[src/rtl/simd_mesh.sv]
module simd_mesh #(
  parameter int ROWS = 8,
  parameter int COLS = 8,
  parameter int MEM_BITS = 16,
  localparam int NPE = ROWS * COLS,
  localparam int AW = $clog2(MEM_BITS),
  localparam int RW = (ROWS > 1) ? $clog2(ROWS) : 1
) (
  input  logic            clk,
  input  logic            rst_n,
  input  logic [3:0]      op,
  input  logic [AW-1:0]   addr,
  input  logic            masked,
  input  logic [1:0]      topo,
  output logic            status,
  input  logic            ld_en,
  input  logic [RW-1:0]   ld_row,
  input  logic [COLS-1:0] ld_data,
  input  logic [RW-1:0]   ul_row,
  output logic [COLS-1:0] ul_data
);

  localparam logic [3:0] OP_NOP = 4'd0,  OP_LDA = 4'd1,  OP_STA = 4'd2,  OP_LDN = 4'd3;
  localparam logic [3:0] OP_NTA = 4'd4,  OP_LDM = 4'd5,  OP_CLC = 4'd6,  OP_ADD = 4'd7;
  localparam logic [3:0] OP_AND = 4'd8,  OP_OR  = 4'd9,  OP_XOR = 4'd10, OP_NOT = 4'd11;
  localparam logic [3:0] OP_SHN = 4'd12, OP_SHE = 4'd13, OP_SHS = 4'd14, OP_SHW = 4'd15;
  localparam logic [1:0] T_PLANE = 2'd0, T_CYL = 2'd1, T_DAISY = 2'd2, T_TORUS = 2'd3;

  logic [NPE-1:0] acc, cy, msk, nb;
  logic [NPE-1:0] mem [MEM_BITS];
  logic [NPE-1:0] acc_n, cy_n, msk_n, nb_n, wr;
  logic [NPE-1:0] fw, fe, fn, fs;
  logic           we;

  wire [NPE-1:0] rd   = mem[addr];
  wire [NPE-1:0] en   = masked ? msk : '1;
  wire [NPE-1:0] sum  = rd ^ acc ^ cy;
  wire [NPE-1:0] cout = (rd & acc) | (rd & cy) | (acc & cy);
  wire wrap_h = (topo == T_CYL) || (topo == T_TORUS);
  wire wrap_v = (topo == T_TORUS);
  wire daisy  = (topo == T_DAISY);

  for (genvar r = 0; r < ROWS; r++) begin : g_row
    for (genvar c = 0; c < COLS; c++) begin : g_col
      localparam int I = r * COLS + c;
      if (c > 0)             assign fw[I] = nb[I-1];
      else if (r > 0)        assign fw[I] = wrap_h ? nb[I+COLS-1] : (daisy & nb[I-1]);
      else                   assign fw[I] = wrap_h & nb[COLS-1];
      if (c < COLS-1)        assign fe[I] = nb[I+1];
      else if (r < ROWS-1)   assign fe[I] = wrap_h ? nb[I-COLS+1] : (daisy & nb[I+1]);
      else                   assign fe[I] = wrap_h & nb[I-COLS+1];
      if (r > 0)             assign fn[I] = nb[I-COLS];
      else                   assign fn[I] = wrap_v & nb[I+NPE-COLS];
      if (r < ROWS-1)        assign fs[I] = nb[I+COLS];
      else                   assign fs[I] = wrap_v & nb[c];
    end
  end

  always_comb begin
    acc_n = acc; cy_n = cy; msk_n = msk; nb_n = nb; wr = rd; we = 1'b0;
    case (op)
      OP_LDA: acc_n = rd;
      OP_STA: begin wr = acc; we = 1'b1; end
      OP_LDN: nb_n = rd;
      OP_NTA: acc_n = nb;
      OP_LDM: msk_n = rd;
      OP_CLC: cy_n = '0;
      OP_ADD: begin wr = sum; cy_n = cout; we = 1'b1; end
      OP_AND: acc_n = acc & rd;
      OP_OR:  acc_n = acc | rd;
      OP_XOR: acc_n = acc ^ rd;
      OP_NOT: acc_n = ~acc;
      OP_SHN: nb_n = fs;
      OP_SHE: nb_n = fw;
      OP_SHS: nb_n = fn;
      OP_SHW: nb_n = fe;
      default: ;
    endcase
    acc_n = (acc_n & en) | (acc & ~en);
    cy_n  = (cy_n  & en) | (cy  & ~en);
    msk_n = (msk_n & en) | (msk & ~en);
    nb_n  = (nb_n  & en) | (nb  & ~en);
    wr    = (wr    & en) | (rd  & ~en);
    if (ld_en) begin
      wr[int'(ld_row)*COLS +: COLS] = ld_data;
      we = 1'b1;
    end
  end

  always_ff @(posedge clk or negedge rst_n) begin
    if (!rst_n) begin
      acc <= '0; cy <= '0; msk <= '0; nb <= '0; status <= 1'b0;
    end else begin
      acc <= acc_n; cy <= cy_n; msk <= msk_n; nb <= nb_n;
      status <= |acc_n;
    end
  end

  always_ff @(posedge clk) if (we) mem[addr] <= wr;

  assign ul_data = mem[addr][int'(ul_row)*COLS +: COLS];

  AST_CARRY_CLEAR: assert property (@(posedge clk) disable iff (!rst_n)
    (op == OP_CLC && !masked) |=> (cy == '0));
  AST_MASK_HOLD: assert property (@(posedge clk) disable iff (!rst_n)
    (masked && op != OP_NOP) |=> (((acc ^ $past(acc)) & ~$past(msk)) == '0));
  AST_NOP_HOLD: assert property (@(posedge clk) disable iff (!rst_n)
    (op == OP_NOP) |=> ($stable(acc) && $stable(cy) && $stable(msk) && $stable(nb)));
  AST_STATUS_OR: assert property (@(posedge clk) disable iff (!rst_n)
    rst_n |=> (status == (|acc)));
  AST_PLANE_EDGE: assert property (@(posedge clk) disable iff (!rst_n)
    (topo == T_PLANE && op == OP_SHE && !masked) |=> (nb[0] == 1'b0));
  AST_CYL_WRAP: assert property (@(posedge clk) disable iff (!rst_n)
    (topo == T_CYL && op == OP_SHE && !masked) |=> (nb[0] == $past(nb[COLS-1])));
  AST_DAISY_LINK: assert property (@(posedge clk) disable iff (!rst_n)
    (topo == T_DAISY && op == OP_SHE && !masked) |=> (nb[COLS % NPE] == $past(nb[COLS-1])));
  AST_TORUS_WRAP: assert property (@(posedge clk) disable iff (!rst_n)
    (topo == T_TORUS && op == OP_SHS && !masked) |=> (nb[0] == $past(nb[NPE-COLS])));

endmodule

[config.mk]
export PLATFORM = sky130hd
export DESIGN_NAME = simd_mesh
export DESIGN_NICKNAME = d
export VERILOG_FILES = /design/src/rtl/simd_mesh.sv
export SDC_FILE = /design/constraint.sdc
export NUM_CORES = 2
export LEC_CHECK = 0
export CORE_MARGIN = 2
export CORE_UTILIZATION = 58
export DETAILED_ROUTE_END_ITERATION = 12
export DONT_BUFFER_PORTS = 1
export PLACE_DENSITY = 0.76
export SETUP_SLACK_MARGIN = 0.15
export SLEW_MARGIN = 0
export SYNTH_ARGS = -nofsm -noshare
export SYNTH_HDL_FRONTEND = slang
export SYNTH_SLANG_ARGS = --single-unit
[constraint.sdc]
create_clock -name clk -period 3.6 [get_ports clk]
set_input_delay 0.18 -clock clk [delete_from_list [all_inputs] [get_ports clk]]
set_output_delay 0.18 -clock clk [all_outputs]
set_load 0.03 [all_outputs]
==> flow_summary.json <==
{
  "outcome": "complete, but fails checks",
  "violations": "design-rule violations, negative hold slack, max-slew violations, negative setup slack",
  "grt_max_degree": 289,
  "cts.sinks": 1281,
  "synth-edff-count": 1024,
  "chipHeight_um": 329,
  "required_ns": 4.24,
  "vias": 43500,
  "rr_worst_depth": 14,
  "area_growth_pct": 15.2,
  "die_x_um": 329,
  "use_met2": 0.545,
  "p_total_mw": 38.9,
  "firstDrtPassIters": 12,
  "hold_violations": 257,
  "grt_busiest_layer": "met2",
  "syn_nets": 4642,
  "grt_pass1_vias": 42900,
  "p_leak_nw": 25.5,
  "numPortBuffers": 0,
  "grt_usage": 0.370,
  "finalInstanceArea_um2": 70700,
  "end_kind": "flip-flop",
  "rows": 119,
  "core_area_um2": 105000,
  "maxCapViolCount": 0,
  "wl_um": 198000,
  "place_ws_ns": -0.640,
  "async_reset_ff_frac": 0.201,
  "crit_path_start_kind": "flip-flop",
  "cts_buffer_depth": 3,
  "worstPathMaxFanout": 3,
  "place_hpwl_um": 118000,
  "netlist_area_um2": 61400,
  "clk_latency_ns": 0.78,
  "io-pin-count": 37,
  "fin_hold_ws_ns": -0.858,
  "grt_setup_unrepaired": "true",
  "tightest_slew_ns": 1.60,
  "reg2reg_to": "status",
  "die_area_um2": 108000,
  "period_share": 1.07,
  "drt_iter0_drc": 6924,
  "layout_commonest_cell": "edfxtp_1",
  "drt.antenna.violating_nets": 0,
  "syn_area_per_cell_um2": 13.9,
  "viasPerCell": 7.03,
  "fin_worst_skew_ns": 0.0375,
  "ys_seq_area_frac": 0.605,
  "grt_pass1_wl_um": 290000,
  "clock-root-buffer": "clkbuf_16",
  "setup_slack_ns": -0.261,
  "synthDistinctLibCells": 80,
  "cp.arrival_ns": 4.50,
  "final_core_util": 0.673,
  "ys_ff_latch": 1281,
  "wl_per_cell_um": 32.1,
  "min_period_ns": 3.86,
  "worstReg2RegStart": "mem[11][7]",
  "gp_congestion": 1.03,
  "crit_type": "reg2reg",
  "cts_tree": "done",
  "placed_cell_area_um2": 65100,
  "fin_nets": 4902,
  "hold_path_class": "in2async",
  "rrSetupSlack_ns": -0.26,
  "ys.warnings.count": 0,
  "overflow": 0,
  "antenna_found_initial": 14,
  "maxSlewViolCount": 53,
  "drive_above_1_share": 0.198,
  "h-tree-depth": 4,
  "powerDensity_nw_per_um2": 550,
  "setup_viol": 1,
  "start_util": 0.584,
  "fillCellCount": 7120,
  "postSynthCellCount": 4420,
  "synth_top_flop_cell": "edfxtp_1",
  "grt_util_met3": 0.107,
  "ir_worst_vdd_mv": 0.479,
  "met1_usage": 0.493,
  "max-slew-margin-rel": -0.0642,
  "fmax_ghz": 0.259,
  "most-common-layout-cells": "edfxtp_1 (1,024), a21oi_1 (441), nand2_1 (376)",
  "remaining_drc_errors": 2,
  "cts_buffers": 134,
  "clk_pin_slew_ns": 0.06
}
cell usage after synthesis (115+ instances only):
cell / instances / area share
dfrtp_1: 257 / 0.10
mux2i_1: 128 / 0.021
a21oi_1: 448 / 0.037
ha_1: 130 / 0.026
inv_1: 155 / 0.0095
nor2b_1: 115 / 0.012
nor2_1: 188 / 0.011
mux4_2: 236 / 0.087
clkbuf_1: 155 / 0.0095
o21ai_0: 257 / 0.021
nand2_1: 383 / 0.023
edfxtp_1: 1024 / 0.50
repair_timing:
| action | CTS | global route |
|---|---|---|
| gates resized for setup | 49 | 45 |
| pin swaps | 9 | 12 |
| hold buffers | 72 | 1 |
| buffers inserted | 2 | 2 |
| endpoints found under the setup margin | 119 | 57 |
| hold endpoints to repair | 1658 | 258 |
worst max-delay path by stage:
stage	to	start
5_1_grt	status	mem[9][9]
2_1_floorplan	mem[13][0]	addr[3]
4_1_cts	status	mem[13][49]
6_report	status	mem[11][7]
3_3_place_gp	status	addr[0]
3_5_place_dp	status	addr[0]
power by group:
part	switching, mW	internal, mW	total [mW]	leakage, nW
combinational	3.79	2.60	6.39	11.0
clock	5.98	8.00	14.0	2.13
sequential	1.19	17.3	18.5	12.3
total	11.0	27.9	38.9	25.5
final cells by class:
| class | count | area [µm²] | share of cell area |
|---|---|---|---|
| clock inverters | 73 | 806 | 0.0114 |
| flip-flops and latches | 1281 | 37200 | 0.526 |
| clock buffers | 173 | 3590 | 0.0508 |
| inverters | 157 | 597 | 0.00844 |
| well taps | 1391 | 1740 | 0.0246 |
| diodes | 6 | 15.0 | 0.000212 |
| repair buffers | 427 | 4070 | 0.0576 |
| multi-input cells | 2679 | 22700 | 0.321 |
routing by layer:
metal	part of all wire	wire length, µm
met5	0.00051	102
met4	0.067	13300
met3	0.14	27900
met2	0.44	87900
met1	0.35	69300
cell families (layout without fill, tap and decap cells):
kind of cell | Yosys count | in the layout | synth area share
AO/OA/AOI/OAI | 1152 | 1152 | 0.114
multiplexers | 444 | 444 | 0.131
other | 0 | 6 | 0
buffers and inverters | 460 | 830 | 0.0348
flip-flops | 1281 | 1281 | 0.605
AND/OR/NAND/NOR | 889 | 889 | 0.0677
adder cells (fa/ha/maj) | 194 | 194 | 0.0474
metrics by stage:
step | TNS (ns) | instances
after floorplan | -225.36 | 4420
after global placement | -1.49 | 5858
after detailed placement | -7.67 | 5858
after CTS | -0.135 | 6178
after global routing | -0.326 | 6183
final | -0.261 | 6187
critical path, stage by stage (launching register included):
cell	delay, ns
edfxtp_1	0.35
mux4_2	0.48
mux2_2	0.34
o21ai_0	0.31
inv_1	0.16
ha_1	0.21
nor2_1	0.10
a211oi_1	0.07
a21oi_1	0.12
o221ai_1	0.14
o31a_1	0.40
nor4_1	0.52
nand4_1	0.24
nor4_2	0.19
nand4_1	0.11
(Power assumes the default switching activity.)
